### config.mk
export PLATFORM = sky130hd
export DESIGN_NAME = fb_scan_fetch
export DESIGN_NICKNAME = d
export VERILOG_FILES = /design/src/rtl/fsf_pkg.sv /design/src/rtl/fsf_regs.sv /design/src/rtl/fsf_fifo.sv /design/src/rtl/fsf_fetch_gen.sv /design/src/rtl/fb_scan_fetch.sv
export SDC_FILE = /design/constraint.sdc
export NUM_CORES = 1
export LEC_CHECK = 0
export ABC_AREA = 1
export BUFFER_PORTS_ARGS = -buffer_cell sky130_fd_sc_hd__buf_2
export CAP_MARGIN = 25
export CORE_MARGIN = 10
export CORE_UTILIZATION = 50
export DETAILED_ROUTE_END_ITERATION = 8
export GPL_TIMING_DRIVEN = 1
export HOLD_SLACK_MARGIN = 0.15
export PLACE_DENSITY = 0.66
export SLEW_MARGIN = 20
export SYNTH_ARGS = -nofsm -noshare
export SYNTH_HDL_FRONTEND = slang
export SYNTH_SLANG_ARGS = --single-unit
### constraint.sdc
create_clock -name clk -period 8.4 [get_ports clk]
set_input_delay 0.84 -clock clk [delete_from_list [all_inputs] [get_ports clk]]
set_output_delay 0.84 -clock clk [all_outputs]
set_load 0.02 [all_outputs]
### src/rtl/fsf_pkg.sv
`timescale 1ns/1ps
package fsf_pkg;
   // Register indices decoded by the write port
   typedef enum logic [2:0] {
      REG_BASE  = 3'd0,
      REG_LEN   = 3'd1,
      REG_LAST  = 3'd2,
      REG_PITCH = 3'd3,
      REG_CTRL  = 3'd4,
      REG_ICLR  = 3'd5
   } reg_sel_e;
endpackage

### src/rtl/fsf_regs.sv
`timescale 1ns/1ps
module fsf_regs
   import fsf_pkg::*;
#(
   parameter int ADDR_W = 32,
   parameter int LEN_W  = 16,
   parameter int LINE_W = 12
) (
   input  logic              clk,
   input  logic              rst_n,
   input  logic              wr_en,
   input  logic [2:0]        wr_addr,
   input  logic [31:0]       wr_data,
   input  logic              frame_done,
   output logic [ADDR_W-1:0] base,
   output logic [LEN_W-1:0]  line_len,
   output logic [LINE_W-1:0] last_line,
   output logic [ADDR_W-1:0] pitch,
   output logic              run,
   output logic              irq
);
   generate
      if (ADDR_W > 32 || LEN_W > 32 || LINE_W > 32) begin : g_bad_width
         $error("fsf_regs: register fields wider than the write bus");
      end
   endgenerate

   logic clr_hit;
   logic unused_wdata;
   assign clr_hit      = wr_en && (wr_addr == REG_ICLR) && wr_data[0];
   assign unused_wdata = ^wr_data;

   always_ff @(posedge clk) begin
      if (!rst_n) begin
         base      <= '0;
         line_len  <= '0;
         last_line <= '0;
         pitch     <= '0;
         run       <= 1'b0;
      end else if (wr_en) begin
         case (wr_addr)
            REG_BASE:  base      <= wr_data[ADDR_W-1:0];
            REG_LEN:   line_len  <= wr_data[LEN_W-1:0];
            REG_LAST:  last_line <= wr_data[LINE_W-1:0];
            REG_PITCH: pitch     <= wr_data[ADDR_W-1:0];
            REG_CTRL:  run       <= wr_data[0];
            default: ;
         endcase
      end
   end

   // Completion wins over a clear arriving in the same cycle
   always_ff @(posedge clk) begin
      if (!rst_n)          irq <= 1'b0;
      else if (frame_done) irq <= 1'b1;
      else if (clr_hit)    irq <= 1'b0;
   end

   p_irq_set_r7: assert property (@(posedge clk) disable iff (!rst_n)
      frame_done |=> irq);
   p_irq_sticky_r7: assert property (@(posedge clk) disable iff (!rst_n)
      (irq && !clr_hit) |=> irq);
endmodule

### src/rtl/fsf_fifo.sv
`timescale 1ns/1ps
module fsf_fifo #(
   parameter int DEPTH = 64,
   parameter int W     = 8,
   localparam int PW   = (DEPTH > 1) ? $clog2(DEPTH) : 1,
   localparam int CW   = $clog2(DEPTH + 1)
) (
   input  logic          clk,
   input  logic          rst_n,
   input  logic          push,
   input  logic [W-1:0]  din,
   input  logic          pop,
   output logic [W-1:0]  dout,
   output logic [CW-1:0] count,
   output logic          empty,
   output logic          full
);
   generate
      if (DEPTH < 2) begin : g_bad_depth
         $error("fsf_fifo: DEPTH must be at least 2");
      end
   endgenerate

   logic [W-1:0]  mem [DEPTH];
   logic [PW-1:0] wr_ptr, rd_ptr, wr_nxt, rd_nxt;

   generate
      if ((DEPTH & (DEPTH - 1)) == 0) begin : g_pow2
         assign wr_nxt = wr_ptr + PW'(1);
         assign rd_nxt = rd_ptr + PW'(1);
      end else begin : g_wrap
         assign wr_nxt = (wr_ptr == PW'(DEPTH - 1)) ? '0 : wr_ptr + PW'(1);
         assign rd_nxt = (rd_ptr == PW'(DEPTH - 1)) ? '0 : rd_ptr + PW'(1);
      end
   endgenerate

   assign empty = (count == '0);
   assign full  = (count == CW'(DEPTH));
   assign dout  = mem[rd_ptr];

   always_ff @(posedge clk) begin
      if (push) mem[wr_ptr] <= din;
   end

   always_ff @(posedge clk) begin
      if (!rst_n) begin
         wr_ptr <= '0;
         rd_ptr <= '0;
         count  <= '0;
      end else begin
         if (push) wr_ptr <= wr_nxt;
         if (pop)  rd_ptr <= rd_nxt;
         count <= count + CW'(push) - CW'(pop);
      end
   end

   p_no_overflow_r5: assert property (@(posedge clk) disable iff (!rst_n)
      push |-> !full);
   p_no_underflow_r5: assert property (@(posedge clk) disable iff (!rst_n)
      pop |-> !empty);
endmodule

### src/rtl/fsf_fetch_gen.sv
`timescale 1ns/1ps
module fsf_fetch_gen #(
   parameter int ADDR_W     = 32,
   parameter int LEN_W      = 16,
   parameter int LINE_W     = 12,
   parameter int MAX_BURST  = 16,
   parameter int MAX_OUT    = 4,
   parameter int FIFO_DEPTH = 64,
   localparam int BW  = $clog2(MAX_BURST + 1),
   localparam int OW  = $clog2(MAX_OUT + 1),
   localparam int FCW = $clog2(FIFO_DEPTH + 1)
) (
   input  logic              clk,
   input  logic              rst_n,
   input  logic              run,
   input  logic [ADDR_W-1:0] cfg_base,
   input  logic [LEN_W-1:0]  cfg_len,
   input  logic [LINE_W-1:0] cfg_last,
   input  logic [ADDR_W-1:0] cfg_pitch,
   input  logic [FCW-1:0]    fifo_count,
   output logic              req_valid,
   input  logic              req_ready,
   output logic [ADDR_W-1:0] req_addr,
   output logic [BW-1:0]     req_beats,
   input  logic              rsp_valid,
   input  logic              rsp_last,
   output logic              frame_active,
   output logic              frame_done
);
   generate
      if (MAX_BURST > FIFO_DEPTH || MAX_BURST < 1 || MAX_OUT < 1 || LEN_W < BW)
      begin : g_bad_cfg
         $error("fsf_fetch_gen: burst must fit the FIFO and the length field");
      end
   endgenerate

   logic              busy, all_issued;
   logic [ADDR_W-1:0] line_addr;
   logic [LEN_W-1:0]  offset, remain;
   logic [LINE_W-1:0] line_idx;
   logic [FCW-1:0]    inflight;
   logic [OW-1:0]     outst;
   logic [BW-1:0]     blen;
   logic [FCW:0]      reserved;
   logic              credit_ok, fire, line_end, drained, abort, start;

   assign remain    = cfg_len - offset;
   assign blen      = (remain > LEN_W'(MAX_BURST)) ? BW'(MAX_BURST) : remain[BW-1:0];
   assign reserved  = {1'b0, fifo_count} + {1'b0, inflight};
   assign credit_ok = (32'(reserved) + 32'(blen)) <= 32'(FIFO_DEPTH);

   assign req_valid = busy && run && !all_issued && (outst < OW'(MAX_OUT)) && credit_ok;
   assign req_addr  = line_addr + ADDR_W'(offset);
   assign req_beats = blen;
   assign fire      = req_valid && req_ready;
   assign line_end  = (32'(offset) + 32'(blen)) >= 32'(cfg_len);

   assign drained      = (inflight == '0) && (outst == '0);
   assign frame_done   = busy && all_issued && drained;
   assign abort        = busy && !run && !all_issued && drained;
   assign start        = !busy && run;
   assign frame_active = busy;

   always_ff @(posedge clk) begin
      if (!rst_n) begin
         busy       <= 1'b0;
         all_issued <= 1'b0;
         line_addr  <= '0;
         offset     <= '0;
         line_idx   <= '0;
      end else if (start) begin
         busy       <= 1'b1;
         all_issued <= 1'b0;
         line_addr  <= cfg_base;      // start address is sampled only here
         offset     <= '0;
         line_idx   <= '0;
      end else if (frame_done || abort) begin
         busy <= 1'b0;
      end else if (fire) begin
         if (line_end) begin
            offset    <= '0;
            line_addr <= line_addr + cfg_pitch;
            if (line_idx == cfg_last) all_issued <= 1'b1;
            else                      line_idx   <= line_idx + LINE_W'(1);
         end else begin
            offset <= offset + LEN_W'(blen);
         end
      end
   end

   always_ff @(posedge clk) begin
      if (!rst_n) begin
         inflight <= '0;
         outst    <= '0;
      end else begin
         inflight <= inflight + (fire ? FCW'(blen) : FCW'(0)) - FCW'(rsp_valid);
         outst    <= outst + OW'(fire) - OW'(rsp_valid && rsp_last);
      end
   end

   p_beats_range_r3: assert property (@(posedge clk) disable iff (!rst_n)
      req_valid |-> (req_beats != '0) && (32'(req_beats) <= 32'(MAX_BURST)));
   p_within_line_r3: assert property (@(posedge clk) disable iff (!rst_n)
      req_valid |-> (32'(offset) + 32'(req_beats)) <= 32'(cfg_len));
   p_max_out_r4: assert property (@(posedge clk) disable iff (!rst_n)
      32'(outst) <= 32'(MAX_OUT));
   p_rsp_expected_r5: assert property (@(posedge clk) disable iff (!rst_n)
      rsp_valid |-> (inflight != '0));
   p_idle_when_stopped_r8: assert property (@(posedge clk) disable iff (!rst_n)
      !run |-> !req_valid);
endmodule

### src/rtl/fb_scan_fetch.sv
`timescale 1ns/1ps
module fb_scan_fetch #(
   parameter int ADDR_W     = 32,
   parameter int LEN_W      = 16,
   parameter int LINE_W     = 12,
   parameter int MAX_BURST  = 16,
   parameter int MAX_OUT    = 4,
   parameter int FIFO_DEPTH = 64,
   localparam int BEAT_W    = $clog2(MAX_BURST + 1)
) (
   input  logic              clk,
   input  logic              rst_n,
   input  logic              reg_wr_en,
   input  logic [2:0]        reg_addr,
   input  logic [31:0]       reg_wdata,
   output logic              rd_req_valid,
   input  logic              rd_req_ready,
   output logic [ADDR_W-1:0] rd_req_addr,
   output logic [BEAT_W-1:0] rd_req_beats,
   input  logic              rd_rsp_valid,
   input  logic [7:0]        rd_rsp_data,
   input  logic              rd_rsp_last,
   output logic              px_valid,
   input  logic              px_ready,
   output logic [7:0]        px_data,
   output logic              frame_irq,
   output logic              underrun
);
   localparam int FCW = $clog2(FIFO_DEPTH + 1);

   logic [ADDR_W-1:0] cfg_base, cfg_pitch;
   logic [LEN_W-1:0]  cfg_len;
   logic [LINE_W-1:0] cfg_last;
   logic              run, frame_done, frame_active;
   logic [FCW-1:0]    fifo_count;
   logic              fifo_empty, fifo_full, pop;

   fsf_regs #(.ADDR_W(ADDR_W), .LEN_W(LEN_W), .LINE_W(LINE_W)) u_regs (
      .clk        (clk),
      .rst_n      (rst_n),
      .wr_en      (reg_wr_en),
      .wr_addr    (reg_addr),
      .wr_data    (reg_wdata),
      .frame_done (frame_done),
      .base       (cfg_base),
      .line_len   (cfg_len),
      .last_line  (cfg_last),
      .pitch      (cfg_pitch),
      .run        (run),
      .irq        (frame_irq)
   );

   fsf_fetch_gen #(
      .ADDR_W(ADDR_W), .LEN_W(LEN_W), .LINE_W(LINE_W),
      .MAX_BURST(MAX_BURST), .MAX_OUT(MAX_OUT), .FIFO_DEPTH(FIFO_DEPTH)
   ) u_gen (
      .clk          (clk),
      .rst_n        (rst_n),
      .run          (run),
      .cfg_base     (cfg_base),
      .cfg_len      (cfg_len),
      .cfg_last     (cfg_last),
      .cfg_pitch    (cfg_pitch),
      .fifo_count   (fifo_count),
      .req_valid    (rd_req_valid),
      .req_ready    (rd_req_ready),
      .req_addr     (rd_req_addr),
      .req_beats    (rd_req_beats),
      .rsp_valid    (rd_rsp_valid),
      .rsp_last     (rd_rsp_last),
      .frame_active (frame_active),
      .frame_done   (frame_done)
   );

   fsf_fifo #(.DEPTH(FIFO_DEPTH), .W(8)) u_fifo (
      .clk   (clk),
      .rst_n (rst_n),
      .push  (rd_rsp_valid),
      .din   (rd_rsp_data),
      .pop   (pop),
      .dout  (px_data),
      .count (fifo_count),
      .empty (fifo_empty),
      .full  (fifo_full)
   );

   assign px_valid = !fifo_empty;
   assign pop      = px_valid && px_ready;
   assign underrun = frame_active && px_ready && fifo_empty;

   p_underrun_starved_r9: assert property (@(posedge clk) disable iff (!rst_n)
      underrun |-> !px_valid && px_ready);
   p_full_blocks_nothing_r5: assert property (@(posedge clk) disable iff (!rst_n)
      fifo_full |-> !rd_rsp_valid || pop);
endmodule

* Yosys cells after proc, flatten, opt, wreduce, memory -nomap -nowiden
Memories as Yosys holds them, arrays and structs flattened. A register that Yosys moved wholly into a read port is not among the register bits.
Index checks and enable logic that the tools add are counted.
** Cells by class
- Equal/unequal tests :: 7
- Div/mod/pow operators :: 0
- Multiply operators :: 0
- Add/subtract/negate cells :: 16
- Reduce and logical (&&, ||, !) cells :: 41
- Shift operators :: 0
- Multiplexer cells :: 15
- Magnitude comparators :: 4
- Bitwise gates (word level) :: 3
** Operator list (number)
- two-way mux 32 bit :: 4
- adder 32 x 16 -> 32 bit :: 1
- adder 32 bit :: 1
- greater-or-equal comparator 32 x 16 -> 1 bit :: 1
- <= comparator 32 x 7 -> 1 bit, second input constant :: 1
- logical AND 1 bit :: 18
- adder 16 x 5 -> 17 bit :: 1
- adder 16 x 5 -> 16 bit :: 1
- greater-than comparator 16 x 5 -> 1 bit, second input constant :: 1
- two-way mux 16 bit :: 1
- subtractor 16 bit :: 1
- zero test 7 bit :: 2
- subtractor 7 x 1 -> 7 bit :: 2
- adder 12 x 1 -> 12 bit, second input constant :: 1
- adder 6 x 1 -> 6 bit, second input constant :: 2
- == test 12 bit :: 1
- two-way mux 6 bit :: 2
- AND reduction 2 bit :: 6
- two-way mux 5 bit :: 2
- adder 8 x 5 -> 9 bit :: 1
- adder 7 x 7 -> 8 bit :: 1
- AND reduction 4 bit :: 2
- nonzero test 2 bit :: 4
- adder 7 x 1 -> 7 bit :: 1
- other kinds (15) :: 28
** Storage, ports and cells
- Register bits :: 185
- Bits in read-only memories :: 0
- Memories :: 1
- Input bits :: 50
- Output and inout bits :: 49
- RAM bits :: 512
- Word-level logic and storage cells :: 103
- Latch bits :: 0
** Memories
- u_fifo.mem :: depth 64, width 8, rd ports 1, clocked after memory_dff 1, wr ports 1, RTL line fsf_fifo.sv:24 : logic [W-1:0] mem [DEPTH];

* Logic depth before layout (Yosys ltp)
- Depth in word-level cells :: 10
- Mapped depth :: 43
- Mapped depth without buffers :: 42

* Cells and area by module
From an unflattened synthesis, not the netlist that was laid out.
** Unflattened totals
- Cells, all modules :: 3841
- Area total of the unflattened synthesis :: 34639.5 µm²
** Modules (own cells, without submodules)
- fsf_fifo :: instances 1, sequential area each 15875.2 µm², cells an instance 1946, area each 22206.3 µm²
- fsf_fetch_gen :: instances 1, sequential area each 1441.4 µm², cells an instance 1378, area each 8794.7 µm²
- fsf_regs :: instances 1, sequential area each 1881.8 µm², cells an instance 512, area each 3619.7 µm²
- fb_scan_fetch :: instances 1, sequential area each 0.0 µm², cells an instance 5, area each 18.8 µm²

* Worst setup path before layout
OpenSTA, ideal clock, no wires.
- Path kind :: register -> register
- From :: reg u_gen.offset[0]
- To :: reg u_gen.inflight[6]
- Arrival :: 6172 ps
- Required time :: 8330 ps
- Clock period less this slack :: 6242 ps
- Stages on the path, launching flop included :: 40
- Path slack :: 2158 ps
- Buffers on the path :: 1
- Library setup time :: 70 ps
- Cells stage by stage :: dfxtp_1 ha_1 inv_1 fa_1 nor2_1 nor2_1 nor2_1 nand3_1 nand2_1 nand2_1 a211oi_1 nand4_1 nor4_1 nand2_1 a21oi_1 fa_1 ha_1 a21oi_1 [... 4 more ...] or2_4 o211ai_2 nand3_2 nor2_8 inv_4 clkbuf_1 nor2_1 ha_1 fa_1 a21oi_1 nor2_1 nor2_1 nor2_1 nor2_1 inv_1 a21oi_1 o21ai_0 a21oi_1
** On the way
- Cells in the longest elaborated chain, start to end :: 10
** RTL lines
- start, declared :: RTL line fsf_fetch_gen.sv:39 : logic [LEN_W-1:0] offset, remain;
- start signal, assigned :: RTL line fsf_fetch_gen.sv:86 : offset <= offset + LEN_W'(blen);
- subtractor 16 bit * :: RTL line fsf_fetch_gen.sv:47 : assign remain = cfg_len - offset;
- greater-than comparator 16 x 5 -> 1 bit :: RTL line fsf_fetch_gen.sv:48 : assign blen = (remain > LEN_W'(MAX_BURST)) ? BW'(MAX_BURST) : remain[BW-1:0];
- two-way mux 5 bit * :: RTL line fsf_fetch_gen.sv:48
- via rd_req_beats[3] :: RTL line fb_scan_fetch.sv:19 : output logic [BEAT_W-1:0] rd_req_beats,
- adder 8 x 5 -> 9 bit :: RTL line fsf_fetch_gen.sv:50 : assign credit_ok = (32'(reserved) + 32'(blen)) <= 32'(FIFO_DEPTH);
- <= comparator 32 x 7 -> 1 bit :: RTL line fsf_fetch_gen.sv:50
- logical AND 1 bit :: RTL line fsf_fetch_gen.sv:52 : assign req_valid = busy && run && !all_issued && (outst < OW'(MAX_OUT)) && credit_ok;
- logical AND 1 bit :: RTL line fsf_fetch_gen.sv:55 : assign fire = req_valid && req_ready;
- two-way mux 5 bit * :: RTL line fsf_fetch_gen.sv:96 : inflight <= inflight + (fire ? FCW'(blen) : FCW'(0)) - FCW'(rsp_valid);
- adder 7 bit * :: RTL line fsf_fetch_gen.sv:96
- subtractor 7 x 1 -> 7 bit * :: RTL line fsf_fetch_gen.sv:96
- end signal, assigned :: RTL line fsf_fetch_gen.sv:96
- end, declared :: RTL line fsf_fetch_gen.sv:41 : logic [FCW-1:0] inflight;
Mark *: on every way through the listed nets, which the timed path passes. The rest lies on a longest branch.
A chain may end at the register's enable or synchronous reset.

* Worst setup path after layout
- From :: reg u_gen.offset[0]
- To :: reg u_gen.line_addr[4]
** On the way
- Cells in the longest elaborated chain, start to end :: 9
- Elaborated cells on any way between the ends :: 12
- Classes of those cells :: 3 x add/sub; 3 x order compare; 1 x mux; 5 x reduce/logical
** RTL lines
- subtractor 16 bit :: RTL line fsf_fetch_gen.sv:47
- greater-than comparator 16 x 5 -> 1 bit :: RTL line fsf_fetch_gen.sv:48
- two-way mux 5 bit :: RTL line fsf_fetch_gen.sv:48
- adder 8 x 5 -> 9 bit :: RTL line fsf_fetch_gen.sv:50
- <= comparator 32 x 7 -> 1 bit :: RTL line fsf_fetch_gen.sv:50
- logical AND 1 bit :: RTL line fsf_fetch_gen.sv:52
- logical AND 1 bit :: RTL line fsf_fetch_gen.sv:55
- nonzero test 2 bit (no line)
- AND reduction 3 bit (no line) *
- end signal, assigned :: RTL line fsf_fetch_gen.sv:74 : line_addr <= cfg_base;
- end signal, assigned :: RTL line fsf_fetch_gen.sv:82 : line_addr <= line_addr + cfg_pitch;
- end, declared :: RTL line fsf_fetch_gen.sv:38 : logic [ADDR_W-1:0] line_addr;
Every way passes the cells marked *; elsewhere a longest branch is shown, timed or not.

==> results.ini <==
[run_status]
status=completed

[placed_design]
hpwl_mm=55.7
place_congestion=0.924
placed_area_mm2=0.0344
dp_cells=4304
port-buffer-count=98

[detailed_routing]
drc=0
wl_per_cell_um=19.6
drtAntennaViolNets=0
vias=25100
drtIter0Drc=2078
routed_wl_mm=87.3
dr.pass1.iters=6
viasPerCell=5.66

[pwr]
vdd_ir_drop_max_mv=0.155
p_leak_uw=0.0141
power_density_mw_per_mm2=236

[worst_setup_path]
ff2ff_path_depth=35
r2r_slack_ns=1.39
worst-setup-path-type=register to register
cp.arrival_ns=7.56
startpoint=u_gen.offset[0]
worstSetupPathDepth=35
crit_path_max_fanout=32
cp_num_buf_inv=4
crit_top_cell=nand2_1
worstSetupStartpointType=register
reg2reg_from=u_gen.offset[0]
cp_top_family=simple AND/OR/NAND/NOR gates
slowest_delay_ns=0.61
cp-end-kind=register
crit_slowest_cell=o21ai_4
cp.required_ns=8.95

[cts]
cts_tree=yes
clk_pin_slew_ns=0.06
ctsRootBufferMaster=clkbuf_16
clk_latency_ns=0.63
cts_buffer_depth=3
cts_buffers=74
cts_setup_buffers=0
clock-sinks=703
cts.repair.resized=0
ctsHoldBuffers=0
cts-htree-levels=3

[global_route]
grt_pass1_wl_mm=137
grt_util_met3=0.0309
grt-busiest-layer=met2
antenna_found_initial=0
grtUsageTotal=0.221
grt_use_met1=0.291
grt_pass1_vias=24200
met2_usage=0.371
grt_max_degree=135
overflow=0

[floorplanning]
die_h_um=278
initial_core_util=0.505
core_area_mm2=0.0659
die_area_mm2=0.0772
rows=94
ios=99
die_w_um=278

[logic_synthesis]
ys_seq_area_frac=0.578
synth_fp_nets=3650
avgSynthCellArea_um2=9.57
synth_cells=3472
syn_area_mm2=0.0332
yosysUniqueCellTypes=54
ys_warn_count=0
ys_seq_elements=703

[finish]
ff_latch_area_mm2=0.0192
final_cells=4444
drive_above_1_share=0.0802
area_growth_pct=11.3
fin_area_mm2=0.0370
num-fill-cells=5769
diodes=0
nets=3696
multi_input_area_mm2=0.0123

[timing]
max_freq_mhz=143
period_minus_slack_ns=7.01
fin_tns_setup_ns=0
setup_violations=0
hold_violations=0
finalMaxSlewViolations=0
worstMarginPinSlew_ns=0.996
clock_skew_ns=0.0354
rsz0062_at_grt=no
slew-limit-headroom=0.333
final.period_utilization=0.834

[job]
drv_cap=0

[hold_path]
hold_path_class=primary input to register
min_from=reg_wdata[19]
hold_depth=3

==> final cells by class <==
type,count,area share
Clock buffer,96,0.0560
Clock inverter,42,0.0117
Inverter,290,0.0297
Tap cell,864,0.0292
Timing Repair Buffer,130,0.0204
Sequential cell,703,0.520
Multi-Input combinational cell,2319,0.333
==> registers in the layout, summed over array words and instances (netlist names), 3 cells and up, named ones only <==
signal,cells
u_fifo.count,7
u_fifo.mem,512
u_fifo.rd_ptr,6
u_fifo.wr_ptr,6
u_gen.inflight,7
u_gen.line_addr,32
u_gen.line_idx,12
u_gen.offset,16
u_gen.outst,3
u_regs.base,32
u_regs.last_line,12
u_regs.line_len,16
u_regs.pitch,32
==> cell families after synthesis <==
kind of cell             after synthesis  share of synthesized area
AO/OA/AOI/OAI                        928                      0.154
XOR/XNOR                              72                     0.0190
adder cells (fa/ha/maj)              128                     0.0511
buffers and inverters                450                     0.0517
flip-flops                           703                      0.578
AND/OR/NAND/NOR                     1191                      0.146
==> power by group <==
part	internal, uW	switching [uW]	leakage (uW)	total (uW)
clock network	1950	1400	0.00124	3350
registers	3780	93.8	0.00616	3870
logic	482	1000	0.00673	1480
==> synth_stat cells (all sizes together) <==
master	instances	area (um^2)
a211o	1	8.76
a211oi	3	22.5
a21boi	2	15.0
a21o	8	60.1
a21oi	194	978
a221oi	2	17.5
a31oi	29	181
and2	5	31.3
and3	2	12.5
buf	10	65.1
clkbuf	150	563
clkinv	1	3.75
dfxtp	191	3820
edfxtp	512	15400
fa	13	260
ha	115	1440
inv	289	1090
nand2	370	1390
nand3	104	526
nand3b	4	30.0
nand4	21	131
nor2	615	2330
nor3	44	230
nor3b	1	7.51
nor4	11	68.8
o211ai	14	110
o21a	8	60.1
o21ai	491	2470
o21bai	8	63.8
o221a	1	11.3
o221ai	20	194
o22ai	138	863
o31ai	3	22.5
o32ai	6	52.6
or2	14	90.1
xnor2	22	193
xor2	50	438
==> worst min-delay path: stages <==
cell,delay (ns)
buf_2,0.08
nor2_1,0.04
nor2_1,0.08
==> routing by layer <==
| metal | vias up | wire length [um] |
|---|---|---|
| met5 | - | 0 |
| met4 | 0 | 2800 |
| met3 | 156 | 4940 |
| met2 | 774 | 41700 |
| met1 | 12000 | 37800 |
| li1 | 12200 | - |
==> cells in the final DEF, fill, tap and decap left out, drive strengths merged, types with 29 or more instances in the layout <==
cell type  instances
o22ai            138
buf              130
nor3              44
a21oi            194
clkbuf            96
nand3            104
dfxtp            191
edfxtp           512
clkinv            31
a31oi             29
nand2            370
xor2              50
inv              294
o21ai            491
nor2             615
ha               115
==> stage by stage <==
step	util	total power, uW	setup WS [ns]	hold WS (ns)
after floorplan	-	4960	2.16	0.424
after global placement	0.523	5410	1.60	0.437
after detailed placement	0.523	5420	1.44	0.442
after CTS	0.561	8750	1.42	0.420
after global routing	0.561	9090	0.775	0.452
final	0.561	8710	1.39	0.448
==> path summary, 6_finish.rpt <==
kind	to
setup / recovery	u_gen.line_addr[4]
hold / removal	u_regs.base[19]
setup reg to reg	u_gen.line_addr[4]
hold reg to reg	u_regs.pitch[28]
Note: power is estimated with default switching activity, not from simulation.
